## src/rtl/hs_read_master.sv

```systemverilog
`timescale 1ns/1ps
module hs_read_master #(
  parameter int unsigned CW = 16,
  parameter logic [2:0]  MASTER_ID = 3'b011
) (
  input  logic          clk,
  input  logic          rst_n,
  input  logic          start,
  input  logic [6:0]    tgt_addr,
  input  logic [CW-1:0] fs_period,
  input  logic [CW-1:0] hs_period,
  input  logic          hold_en,
  input  logic [CW-1:0] hold_cycles,
  output logic          scl_oe,
  input  logic          scl_in,
  output logic          sda_oe,
  input  logic          sda_in,
  output logic [15:0]   rdata,
  output logic          busy,
  output logic          done,
  output logic          err
);
  localparam logic [CW-1:0] ONE = CW'(1);
  localparam logic [7:0]    CODE = {5'b00001, MASTER_ID};

  typedef enum logic [3:0] {
    S_IDLE, S_START, S_LO, S_HI, S_HOLD, S_RS_LO, S_RS_HI, S_RS_SDA,
    S_SP_LO, S_SP_HI, S_SP_END
  } st_t;

  st_t          st;
  logic [CW-1:0] cnt, hold_n;
  logic [1:0]   frm;
  logic [3:0]   bitn;
  logic [7:0]   sh;
  logic [15:0]  rx;
  logic [6:0]   addr_q;
  logic         hs, ent, hold_q, scl_q, sda_q;

  wire [CW-1:0] fs_h = fs_period >> 1;
  wire [CW-1:0] hs_h = hs_period >> 1;
  wire [CW-1:0] half = hs ? hs_h : fs_h;
  wire          last = (cnt == '0);
  wire          ack_bit = (bitn == 4'd8);

  assign scl_oe = scl_q;
  assign sda_oe = sda_q;

  always_ff @(posedge clk or negedge rst_n) begin
    if (!rst_n) begin
      st <= S_IDLE; cnt <= '0; hold_n <= '0; frm <= '0; bitn <= '0;
      sh <= '0; rx <= '0; addr_q <= '0; hs <= 1'b0; ent <= 1'b0;
      hold_q <= 1'b0; scl_q <= 1'b0; sda_q <= 1'b0;
      rdata <= '0; busy <= 1'b0; done <= 1'b0; err <= 1'b0;
    end else begin
      done <= 1'b0;
      case (st)
        S_IDLE: if (start) begin
          addr_q <= tgt_addr; hold_q <= hold_en; hold_n <= hold_cycles;
          err <= 1'b0; hs <= 1'b0; busy <= 1'b1; rx <= '0;
          sda_q <= 1'b1; cnt <= fs_h - ONE; st <= S_START;
        end
        S_START: if (last) begin
          st <= S_LO; scl_q <= 1'b1; ent <= 1'b1; cnt <= half - ONE;
          frm <= 2'd0; bitn <= 4'd0; sh <= CODE;
        end else cnt <= cnt - ONE;
        S_LO: begin
          if (ent) begin
            ent <= 1'b0;
            if (ack_bit) sda_q <= (frm == 2'd2);
            else         sda_q <= frm[1] ? 1'b0 : ~sh[7];
          end
          if (last) begin st <= S_HI; scl_q <= 1'b0; cnt <= half - ONE; end
          else cnt <= cnt - ONE;
        end
        S_HI: if (scl_in) begin
          if (!last) cnt <= cnt - ONE;
          else if (!ack_bit) begin
            sh <= sh << 1;
            if (frm[1]) rx <= {rx[14:0], sda_in};
            bitn <= bitn + 4'd1;
            st <= S_LO; scl_q <= 1'b1; ent <= 1'b1; cnt <= half - ONE;
          end else begin
            bitn <= 4'd0; frm <= frm + 2'd1;
            case (frm)
              2'd0: if (!sda_in) begin
                err <= 1'b1; st <= S_SP_LO; scl_q <= 1'b1; ent <= 1'b1; cnt <= half - ONE;
              end else begin
                hs <= 1'b1; st <= S_RS_LO; scl_q <= 1'b1; cnt <= hs_h - ONE;
              end
              2'd1: if (sda_in) begin
                err <= 1'b1; st <= S_SP_LO; scl_q <= 1'b1; ent <= 1'b1; cnt <= half - ONE;
              end else if (hold_q && hold_n != '0) begin
                st <= S_HOLD; cnt <= hold_n - ONE;
              end else begin
                st <= S_LO; scl_q <= 1'b1; ent <= 1'b1; cnt <= half - ONE;
              end
              2'd2: begin
                st <= S_LO; scl_q <= 1'b1; ent <= 1'b1; cnt <= half - ONE;
              end
              default: begin
                rdata <= rx; st <= S_SP_LO; scl_q <= 1'b1; ent <= 1'b1; cnt <= half - ONE;
              end
            endcase
          end
        end
        S_HOLD: if (last) begin
          st <= S_LO; scl_q <= 1'b1; ent <= 1'b1; cnt <= half - ONE;
        end else cnt <= cnt - ONE;
        S_RS_LO: if (last) begin st <= S_RS_HI; scl_q <= 1'b0; cnt <= half - ONE; end
                 else cnt <= cnt - ONE;
        S_RS_HI: if (scl_in) begin
          if (last) begin sda_q <= 1'b1; st <= S_RS_SDA; cnt <= half - ONE; end
          else cnt <= cnt - ONE;
        end
        S_RS_SDA: if (last) begin
          st <= S_LO; scl_q <= 1'b1; ent <= 1'b1; cnt <= half - ONE;
          frm <= 2'd1; bitn <= 4'd0; sh <= {addr_q, 1'b1};
        end else cnt <= cnt - ONE;
        S_SP_LO: begin
          if (ent) begin ent <= 1'b0; sda_q <= 1'b1; end
          if (last) begin st <= S_SP_HI; scl_q <= 1'b0; cnt <= half - ONE; end
          else cnt <= cnt - ONE;
        end
        S_SP_HI: if (scl_in) begin
          if (last) begin sda_q <= 1'b0; st <= S_SP_END; cnt <= half - ONE; end
          else cnt <= cnt - ONE;
        end
        S_SP_END: if (last) begin
          st <= S_IDLE; busy <= 1'b0; done <= 1'b1; hs <= 1'b0;
        end else cnt <= cnt - ONE;
        default: st <= S_IDLE;
      endcase
    end
  end

  AST_SDA_STABLE_SCL_HIGH: assert property (@(posedge clk) disable iff (!rst_n)
    (!scl_q && !$past(scl_q) && (sda_q != $past(sda_q))) |->
    ($past(st) inside {S_IDLE, S_RS_HI, S_SP_HI}));
  AST_DONE_ONE_CYCLE: assert property (@(posedge clk) disable iff (!rst_n)
    done |=> !done);
  AST_DONE_BUS_FREE: assert property (@(posedge clk) disable iff (!rst_n)
    done |-> (!busy && !scl_q && !sda_q));
  AST_ERR_ENDS_IN_STOP: assert property (@(posedge clk) disable iff (!rst_n)
    $rose(err) |-> (st == S_SP_LO && scl_q));
  AST_START_IGNORED_BUSY: assert property (@(posedge clk) disable iff (!rst_n)
    (busy && start) |=> $stable(addr_q));
  AST_IDLE_RELEASED: assert property (@(posedge clk) disable iff (!rst_n)
    (!busy && !done) |-> (!scl_q && !sda_q));
endmodule

```

## config.mk

```make
export PLATFORM = sky130hd
export DESIGN_NAME = hs_read_master
export DESIGN_NICKNAME = d
export VERILOG_FILES = /design/src/rtl/hs_read_master.sv
export SDC_FILE = /design/constraint.sdc
export NUM_CORES = 1
export LEC_CHECK = 0
export ABC_AREA = 1
export BUFFER_PORTS_ARGS = -buffer_cell sky130_fd_sc_hd__buf_2
export CORE_MARGIN = 2
export CORE_UTILIZATION = 45
export CTS_CLUSTER_SIZE = 25
export DETAILED_ROUTE_END_ITERATION = 6
export PLACE_DENSITY = 0.65
export SLEW_MARGIN = 30
export SYNTH_ARGS = -nofsm -noshare
export SYNTH_HDL_FRONTEND = slang
export SYNTH_SLANG_ARGS = --single-unit
export TNS_END_PERCENT = 5
```

## constraint.sdc

```tcl
create_clock -name clk -period 2.5 [get_ports clk]
set_input_delay 0.5 -clock clk [delete_from_list [all_inputs] [get_ports clk]]
set_output_delay 0.5 -clock clk [all_outputs]
set_load 0.05 [all_outputs]
```

# After elaboration in Yosys (flattened, before gate mapping)
# Index checks and enable logic that the tools add are counted.
dict set report word_totals {
  ff_bits 97
}
dict set report op_classes {
  n_addsub 7
  n_eq_ne 43
  muxes 91
  n_bitwise 2
  n_reduce_logical 35
}
# cell n
set ops {}
lappend ops {{$mux W16} 15}
lappend ops {{$pmux W16 S5} 1}
lappend ops {{$mux W4} 18}
lappend ops {{$pmux W16 S2} 2}
lappend ops {{$sub A15 B1 Y16 const B} 3}
lappend ops {{$mux W8} 5}
lappend ops {{$ne A2 B2 Y1 const B} 20}
lappend ops {{$pmux W4 S9} 1}
lappend ops {{$sub A16 B1 Y16 const B} 2}
lappend ops {{$mux W1} 30}
lappend ops {{$reduce_and A6 Y1} 5}
lappend ops {{$pmux W8 S3} 1}
lappend ops {{$reduce_and A8 Y1} 3}
lappend ops {{$eq A4 B3 Y1 const B} 4}
lappend ops {{$eq A4 B4 Y1 const B} 4}
lappend ops {{$logic_not A16 Y1} 1}
lappend ops {{$reduce_bool A16 Y1} 1}
lappend ops {{$mux W15} 1}
lappend ops {{$pmux W4 S3} 1}
lappend ops {{$reduce_and A12 Y1} 1}
lappend ops {{$reduce_bool A3 Y1} 4}
lappend ops {{$mux W2} 5}
lappend ops {{$ne A2 B1 Y1 const B} 5}
lappend ops {{$reduce_and A5 Y1} 2}
lappend ops {{28 further kinds} 43}

# Longest topological paths before layout
# Gate-level depths: netlist (run 1).
dict set report depth {
  depth_word 9
  depth_mapped 16
  ltp_nobuf 15
}

# Worst setup path after synthesis (run 1)
# OpenSTA, ideal clock, no wires.
dict set report synth_path {
  path_kind {register to register}
  from {register hs}
  to {register cnt[12]}
  setup_ps 77
  t_arrival_ps 1709
  path_slack_ps 714
  stages_incl_launch_ff 13
  path_buffers 2
  period_less_slack_ps 1786
  path_cell_list {dfrtp_1 buf_6 buf_6 o21ai_2 ha_1 inv_1 nor2_1 nand3_1 nand2_1 nand3_1 nand2_1 nand2_1 a21oi_1}
}
dict set report synth_between {
  elab_chain_len 9
}
# element line_no
set synth_lines {}
lappend synth_lines {{start, declared} 38} ;# logic hs, ent, hold_q, scl_q, sda_q;
lappend synth_lines {{start signal, assigned} 52} ;# sh <= '0; rx <= '0; addr_q <= '0; hs <= 1'b0; ent <= 1'b0;
lappend synth_lines {{start signal, assigned} 60} ;# err <= 1'b0; hs <= 1'b0; busy <= 1'b1; rx <= '0;
lappend synth_lines {{start signal, assigned} 89} ;# hs <= 1'b1; st <= S_RS_LO; scl_q <= 1'b1; cnt <= hs_h - ONE;
lappend synth_lines {{$mux W15 (*)} 42} ;# wire [CW-1:0] half = hs ? hs_h : fs_h;
lappend synth_lines {{$sub A15 B1 Y16 (*)} n/a}
lappend synth_lines {{$mux W16} 93} ;# end else if (hold_q && hold_n != '0) begin
lappend synth_lines {{$mux W16} 91} ;# 2'd1: if (sda_in) begin
lappend synth_lines {{$pmux W16 S2} 85} ;# case (frm)
lappend synth_lines {{$mux W16} 78} ;# else if (!ack_bit) begin
lappend synth_lines {{$mux W16} 77} ;# if (!last) cnt <= cnt - ONE;
lappend synth_lines {{$mux W16} 76} ;# S_HI: if (scl_in) begin
lappend synth_lines {{$pmux W16 S5 (*)} 57} ;# case (st)
lappend synth_lines {{end signal, assigned} 66} ;# end else cnt <= cnt - ONE;
lappend synth_lines {{end signal, assigned} 74} ;# else cnt <= cnt - ONE;
lappend synth_lines {{end signal, assigned} 77}
lappend synth_lines {{end, declared} 32} ;# logic [CW-1:0] cnt, hold_n;
# Mark *: on every way between the ends. The rest lies on a longest branch, timed or not. The select of a mux whose other input is x is not followed.
# A chain may end at the register's enable or synchronous reset.

# Worst setup path in the final report (run 1)
dict set report layout_path {
  from {register bitn[0]}
  to {register st[2]}
}
dict set report layout_between {
  elab_chain_len 5
}
# element line_no
set layout_lines {}
lappend layout_lines {{start, declared} 34} ;# logic [3:0] bitn;
lappend layout_lines {{start signal, assigned} 81} ;# bitn <= bitn + 4'd1;
lappend layout_lines {{$eq A4 B4 Y1} 44} ;# wire ack_bit = (bitn == 4'd8);
lappend layout_lines {{$mux W4} 78}
lappend layout_lines {{$mux W4} 77}
lappend layout_lines {{$mux W4} 76}
lappend layout_lines {{$pmux W4 S9} 57}
lappend layout_lines {{end signal, assigned} 61} ;# sda_q <= 1'b1; cnt <= fs_h - ONE; st <= S_START;
lappend layout_lines {{end signal, assigned} 64} ;# st <= S_LO; scl_q <= 1'b1; ent <= 1'b1; cnt <= half - ONE;
lappend layout_lines {{end signal, assigned} 82} ;# st <= S_LO; scl_q <= 1'b1; ent <= 1'b1; cnt <= half - ONE;
lappend layout_lines {{end, declared} 31} ;# st_t st;
# Every way passes these cells. The select of a mux whose other input is x is not followed.

==> summary.md, run 1 <==
| Metric | Value |
|---|---|
| # nets final | 1,270 |
| Final hold viol count | 0 |
| RR Startpoint | bitn[0]$_DFFE_PN0P_ |
| Syn nets | 1,183 |
| Post-synth ARST share | 100% |
| Resized cells post-CTS | 0 |
| Post-synth EDFFs | 0 |
| Diode count | 0 |
| Via density | 5.05 |
| Worst Path Required | 2770 ps |
| CP max stage cell | dfrtp_1 |
| GRT overflow | 0 |
| Area leader, netlist | dfrtp_1 |
| First-pass GRT wire length | 34,600 microns |
| Ys flop type | dfrtp_1 |
| Die Y-Extent | 131 microns |
| Transition time of the tightest slew-check pin | around 480 ps |
| Critical path's top delay family | simple AND/OR/NAND/NOR gates |
| Root buffer cell | clkbuf_16 |
| Routed Antenna Nets | 0 |
| Crit path cell chain | inv_1, ha_1, nand2_1, nor2_1, inv_1, nor2_4, inv_2, nor2_1, inv_1, a21oi_1, o21ai_0, o21ai_0 |
| Die width | 131 microns |
| Hold-fix buffers at CTS | 0 |
| H-tree levels | 3 |
| Clock sinks | 97 |
| Core area | 15,800 sq um |
| Critical Path Start | bitn[0]$_DFFE_PN0P_ |
| Dpl hpwl | between 15,000 and 20,000 microns |
| Buf/Inv on CP | 4 |
| CP dominant cell by count | inv_1 |
| Critical setup path kind | reg -> reg |
| Num rows | between 40 and 50 |
| Largest net degree at the start of global routing | 44 |
| Die ar. | 17,200 sq um |
| Busiest grt layer | met2 |
| Status | finished with violations |
| Hold crit path type | in -> async |
| Clk_lat worst skew | 360 ps |
| PortBufs | 79 |
| CP max FO | 6 |
| CP peak stage delay | about 400 ps |
| CTS tree | yes |
| Pwr/cell area | 828 nW/um^2 |
| Met3 GRT Util | 4.10% |
| TritonRoute pass-1 iters | 7 |
| Final setup skew | 11.5 ps |
| Cell variety after synth | 47 |
| VDD IR-drop max | 495 uV |
| Initial antenna violation count | 1 |
| Final setup vio count | 0 |
| Area contributors post-synth | dfrtp_1 33%, nand2_1 17%, nor2_1 8.1% |
| Post-synthesis sequential area ratio | between 30% and 40% |
| CTS buffer count | 9 |
| Vias in the first global route | 6,839 |
| Synth Cell Area | 7270 sq um |
| Syn-to-layout area delta | 13.8% |
| Lkg Pwr | 4.09 nW |
| Vias | between 7,000 and 8,000 |
| Overall routing resource usage | about a quarter |
| Yosys warns | 0 |
| Crit. End Element | flip-flop |
| DRC | 1 |
| Initial Utilization | 45.9% |
| WL/cell | between 10 and 15 microns |
| Layout cells sized above 1 | 15.3% |
| Fmax | 0.457 GHz |
| Slew Viols, Final | 0 |
| Post-route cell area | 8270 sq um |
| GP Congestion | between 0.9 and 1 |
| Placement Cell Area | 7980 sq um |
| Relative slew margins | approximately two thirds |
| Clk pin slew, worst setup/hold paths | 80 ps |
| Syn Inst Count | between 1,000 and 1,500 |
| Avg Cell Area, Syn | 6.55 sq um |
| Final wirelength | 21,100 microns |
| RSZ-0062 raised after global routing | false |
| Met2 GRT Util | 40.4% |
| Critical path data arrival time | 2460 ps |
| Period utilisation layout | 87.5% |
| Clock buffer depth | 2 |
| #FFs+latches synth | slightly below 100 |
| Max-Cap Viols | 0 |
| Setup bufs post-CTS | 0 |
| Top cell type's share of synthesized area | 33.4% |
| Ports | 82 |
| Total negative slack | 0 ps |
| Met1 Usage GRT | 37.2% |
| Fin cells | 1,418 |
| Post-layout min period | ~2200 ps |
| Placed Cells | 1,402 |
| Worst setup SP type | flip-flop |
| Failing checks | design-rule violations |
| Iteration-0 DRC Markers | just over 600 |
worst register-to-register path, delay by kind of cell (launching register included):
family                   cells  cell delay, ps
AO/OA/AOI/OAI                3             340
adder cells (fa/ha/maj)      1             160
buffers and inverters        4             430
flip-flops                   1             400
AND/OR/NAND/NOR              4             780
path summary, 6_finish.rpt:
check / slack (ps) / cells after the start / endpoint
min in group clk: 340 / 3 / addr_q[0]$_DFFE_PN0P_
hold reg to reg: 480 / 2 / addr_q[4]$_DFFE_PN0P_
setup reg to reg: 310 / 12 / st[2]$_DFFE_PN0P_
max in group asynchronous: 1700 / 2 / busy$_DFFE_PN0P_
hold / removal: 80 / 1 / st[0]$_DFFE_PN0P_
setup / recovery: 310 / 12 / st[2]$_DFFE_PN0P_
logic make-up (layout without fill, tap and decap cells):
family | Yosys count | in the layout | synth area share (%)
adder cells (fa/ha/maj) | 12 | 12 | 2.07
flip-flops | 97 | 97 | 33.4
buffers and inverters | 170 | 262 | 9.61
AO/OA/AOI/OAI | 169 | 169 | 13.9
XOR/XNOR | 28 | 28 | 3.38
multiplexers | 1 | 1 | 0.155
AND/OR/NAND/NOR | 633 | 633 | 37.5
cell usage after synthesis, types with 5 or more instances:
cell      instances
ha_1             12
buf_6             5
nand2_2           7
nor2_4            9
nand2_1         336
xnor2_1           6
inv_1           130
o21ai_0          80
xor2_1           22
buf_2            10
nor2_2            7
o21ai_2           6
nand3_1          73
nor3_1           11
inv_2            11
o22ai_1           8
a21oi_1          28
o21ai_1          12
nor2_1          156
nand2_4           5
a31oi_1          11
clkbuf_1          7
nand4_1          16
o31ai_2          10
dfrtp_1          97
o31ai_1           6
cells in the final DEF, fill, tap and decap left out, drive strengths merged:
cell      instances
o211ai            2
nor2            172
xnor2             6
xor2             22
dfrtp            97
and3              1
a211oi            1
clkinvlp          1
nand3b            3
a21oi            29
a31oi            11
o21a              2
o21ai            98
nor3             13
nand2           348
clkbuf            9
nor4              1
inv             145
clkinv            6
nand3            75
buf             101
mux2              1
a21o              1
or2               3
nor3b             1
nand4            16
o22ai             8
o221ai            1
o31ai            16
ha               12
cell type report:
cell class | count | area (sq um)
Inverter | 145 | 547
Fill cell | 1606 | 7560
Clock inverter | 7 | 71.3
Multi-Input combinational cell | 843 | 4140
Sequential cell | 97 | 2430
Tap cell | 216 | 270
Clock buffer | 9 | 225
Timing Repair Buffer | 101 | 588
routing by layer:
metal  wire (microns)  part of all wire (%)
met5                0                     0
met4              437                   2.1
met3             1070                   5.1
met2             9380                    45
met1            10200                    48
stage by stage:
stage          worst slack [ps]  utilization (%)  hold WS (ps)  total power [W]
6_report                    312             52.3          82.6          0.00685
5_1_grt                    81.4             52.3           110          0.00744
4_1_cts                     345             52.3          96.0          0.00688
3_5_place_dp                341             50.4           463          0.00545
3_3_place_gp                336             50.4           456          0.00542
2_1_floorplan               714                -           204          0.00461
sequential cells by signal, summed over array words and instances (netlist names), 2 cells and up:
register  count
bitn          4
rx           16
rdata        16
st            4
sh            8
cnt          16
hold_n       16
addr_q        7
frm           2
report_power, final:
group | internal (W) | switching (W)
clock network | 0.000708 | 0.000697
registers | 0.00196 | 0.000357
logic | 0.00104 | 0.00210
total | 0.00370 | 0.00315
No activity file was read; power rests on OpenSTA's default activity.
==> inputs of run 2 (changes only) <==
--- a/config.mk
+++ b/config.mk
@@ -5,7 +5,7 @@
 export SDC_FILE = /design/constraint.sdc
 export NUM_CORES = 1
 export LEC_CHECK = 0
-export ABC_AREA = 1
+export ABC_AREA = 0
 export BUFFER_PORTS_ARGS = -buffer_cell sky130_fd_sc_hd__buf_2
 export CORE_MARGIN = 2
 export CORE_UTILIZATION = 45
==> summary.md, run 2 <==
| Metric | Value |
|---|---|
| Fmax | 0.411 GHz (-10%) |
| Top cell type's share of synthesized area | 36.0% (+2.6 points) |
| Die width | 126 microns (-3.5%) |
| Via density | 5.84 (+16%) |
| Clock sinks | 97 (unchanged) |
| Layout cells sized above 1 | 29.3% (+14 points) |
| Cell variety after synth | 70 (+49%) |
| Worst Path Required | 2730 ps (-40 ps) |
| Total negative slack | 0 ps (unchanged) |
| Relative slew margins | 55.2% (-13 points) |
| Die ar. | 16,000 sq um (-6.9%) |
| First-pass GRT wire length | 32,500 microns (-6.1%) |
| Net switching power | 0.00200 W (-36%) |
| Pwr/cell area | 657 nW/um^2 (-21%) |
| Post-route cell area | 8380 sq um (+1.3%) |
| Most common cell after layout, fill and taps aside | nand2_1 |
| Filler instances | 1,314 (-18%) |
| Syn-to-layout area delta | 24.3% |
| Dpl hpwl | 15,300 microns (-9.0%) |
| Combinational power share | 35.1% (-11 points) |
| Syn Inst Count | 779 (-30%) |
| FF-to-FF End | cnt[12]$_DFFE_PN0P_ |
| Yosys warns | 0 (unchanged) |
| Flop-to-flop setup slack | 70 ps (-240 ps) |
| Vias in the first global route | 6,376 (-6.8%) |
| Area leader, netlist | dfrtp_1 |
| Initial Utilization | 46.2% (+0.33 points) |
| Register area | 2430 sq um (about the same) |
| Ys flop type | dfrtp_1 |
| P_int | 0.00350 W (-5.4%) |
| Transition time of the tightest slew-check pin | 668 ps (+190 ps) |
| Multi-input logic area | 4150 sq um (+0.12%) |
| WL/cell | 17.7 microns (+19%) |
| Synth cell count leaders | 97 x dfrtp_1, 97 x nand2_1, 66 x o21ai_0 |
| Clock power share | 26.8% (+6.3 points) |
| Vias | 6,490 (-9.4%) |
| Clk pin slew, worst setup/hold paths | 70 ps (about the same) |
| Final wirelength | 19,700 microns (-6.7%) |
| Crit path cell chain | inv_1, ha_1, or3b_4, or4_4, nor3_4, mux2i_1, o22ai_2, a22oi_1, nand3_1 |
| Area contributors post-synth | dfrtp_1 36%, nand2_1 5.4%, mux2_2 5.2% |
| Post-synth ARST share | 100% (unchanged) |
| Placement Cell Area | 7980 sq um (about the same) |
| Largest net degree at the start of global routing | 45 (+2.3%) |
| Diode count | 0 (unchanged) |
| Synth Cell Area | 6750 sq um (-7.2%) |
| Slew Viols, Final | 0 (unchanged) |
| Sequential fraction of design power | 38.1% (+4.3 points) |
| Routed Antenna Nets | 0 (unchanged) |
| Crit. End Element | flip-flop |
| Commonest non-fill, non-tap cells in the layout | 97 x nand2_1, 96 x dfrtp_1, 94 x buf_4, 78 x buf_2, 64 x o21ai_0 |
| CTS tree | yes |
| Post-layout min period | 2430 ps (+244 ps) |
| Max-Cap Viols | 0 (unchanged) |
| GRT overflow | 0 (unchanged) |
| Final setup skew | 7.36 ps (-4.11 ps) |
| Clock buffer depth | 2 (unchanged) |
| VDD IR-drop max | 503 uV (+1.6%) |
| CTS buffer count | 9 (unchanged) |
| Hold-fix buffers at CTS | 0 (unchanged) |
| Overall routing resource usage | 25.1% (-0.91 points) |
| Ports | 82 (unchanged) |
| CP max stage cell | or4_4 |
| TritonRoute pass-1 iters | 5 (-2) |
| Critical path data arrival time | 2670 ps (+210 ps) |
| CP peak stage delay | 480 ps (+80 ps) |
| RSZ-0062 raised after global routing | true |
| Lkg Pwr | 3.51 nW (-14%) |
| Hold crit path type | in -> async |
| Status | finished, final reports clean |
| CP max FO | 4 (-2) |
| Root buffer cell | clkbuf_16 |
| #FFs+latches synth | 97 (unchanged) |
| Post-synthesis sequential area ratio | 36.0% (+2.6 points) |
| RR Startpoint | hold_n[0]$_DFFE_PN0P_ |
| Sw frac | 36.4% (-9.6 points) |
| Post-synth EDFFs | 0 (unchanged) |
| Core area | 14,600 sq um (-7.8%) |
| Critical setup path kind | reg -> reg |
| Syn nets | 852 (-28%) |
| Clk_lat worst skew | 360 ps (about the same) |
| Worst setup SP type | flip-flop |
| H-tree levels | 3 (unchanged) |
| Iteration-0 DRC Markers | 581 (-4.1%) |
| Num rows | 44 (-4.3%) |
| GP Congestion | 0.946 (+3.2%) |
| PortBufs | 79 (unchanged) |
| Initial antenna violation count | 1 (unchanged) |
| DRC | 0 (-1) |
| Avg Cell Area, Syn | 8.66 sq um (+32%) |
| Die Y-Extent | 126 microns (-3.5%) |
| Final setup vio count | 0 (unchanged) |
| Final hold viol count | 0 (unchanged) |
| # nets final | 995 (-22%) |
| R2R cell count | 9 (-3) |
| Period utilisation layout | 97.3% (+9.8 points) |
run 2: changes by cell type in the layout (fill, tap and decap cells not counted), sizes merged, moves of 14 or more:
| cell | delta |
|---|---|
| nand2 | -251 |
| inv | -120 |
| nor2 | -115 |
| buf | +76 |
| nand3 | -48 |
| mux2 | +40 |
| o21ai | -27 |
| xnor2 | +24 |
| nor3 | +20 |
| or3 | +15 |
| mux2i | +14 |
run 2: how the worst max path moves through the flow:
stage,start,depth (start not counted),endpoint
after detailed placement,hs_period[9],9,cnt[14]$_DFFE_PN0P_
after global placement,hold_n[0]$_DFFE_PN0P_,9,cnt[12]$_DFFE_PN0P_
after floorplan,hs$_DFFE_PN0P_,11,cnt[12]$_DFFE_PN0P_
after CTS,hold_n[0]$_DFFE_PN0P_,9,cnt[12]$_DFFE_PN0P_
final,hold_n[0]$_DFFE_PN0P_,9,cnt[12]$_DFFE_PN0P_
after global routing,hold_n[0]$_DFFE_PN0P_,10,cnt[14]$_DFFE_PN0P_
run 2: power by group through the flow:
stage / registers [W] / clock network [W] / logic [W]
4_1_cts: 0.00209 / 0.00150 / 0.00189
5_1_grt: 0.00213 / 0.00158 / 0.00213
2_1_floorplan: 0.00215 / 0 / 0.00107
6_report: 0.00210 / 0.00147 / 0.00193
3_3_place_gp: 0.00210 / 0 / 0.00183
3_5_place_dp: 0.00211 / 0 / 0.00186
run 2: repair_timing:
item	in CTS	in global routing
cloned	0	1
resized for setup	4	15
endpoints found under the setup margin	6	41
endpoints found under the hold margin	0	0
pin swaps	0	4
buffers inserted	0	1
run 2: metrics by stage:
step                total power [W]  instances  hold slack, ps  worst slack (ps)  util (%)
floorplan                   0.00322        779             204              5.58         -
global placement            0.00393       1093             465             -27.0      54.7
detailed placement          0.00398       1093             475             -96.4      54.7
CTS                         0.00547       1109             113              1.69      57.0
global route                0.00584       1111             132             -30.1      57.5
finish                      0.00550       1111             102              67.8      57.5
run 2: worst max-delay path: cells and delay by family (launching register included):
family / cells / cell delay, ps
adder cells (fa/ha/maj): 1 / 170
multiplexers: 1 / 260
flip-flops: 1 / 380
buffers and inverters: 1 / 60
AO/OA/AOI/OAI: 2 / 290
AND/OR/NAND/NOR: 4 / 1140
run 2: cells by family after synthesis:
kind of cell | synth area share, %
xor+xnor | 6.49
mux | 9.48
flops | 36.0
buf+inv | 4.17
compound gates | 18.0
simple gates | 23.6
fa+ha+maj | 2.23
run 2: cell type report:
cell class	instances	area share, %
Inverter	21	0.940
Sequential cell	97	29.0
Clock buffer	9	2.69
Clock inverter	7	1.01
Timing Repair Buffer	177	14.2
Tap cell	184	2.75
Multi-Input combinational cell	616	49.5
run 2: metal layers:
metal / share of wire [%] / global-route usage [%] / up-vias
met5: 0.071 / 0 / -
met2: 46 / 39.4 / 222
li1: - / - / 3126
met4: 2.0 / 7.76 / 2
met1: 45 / 35.0 / 3105
met3: 6.4 / 5.15 / 35
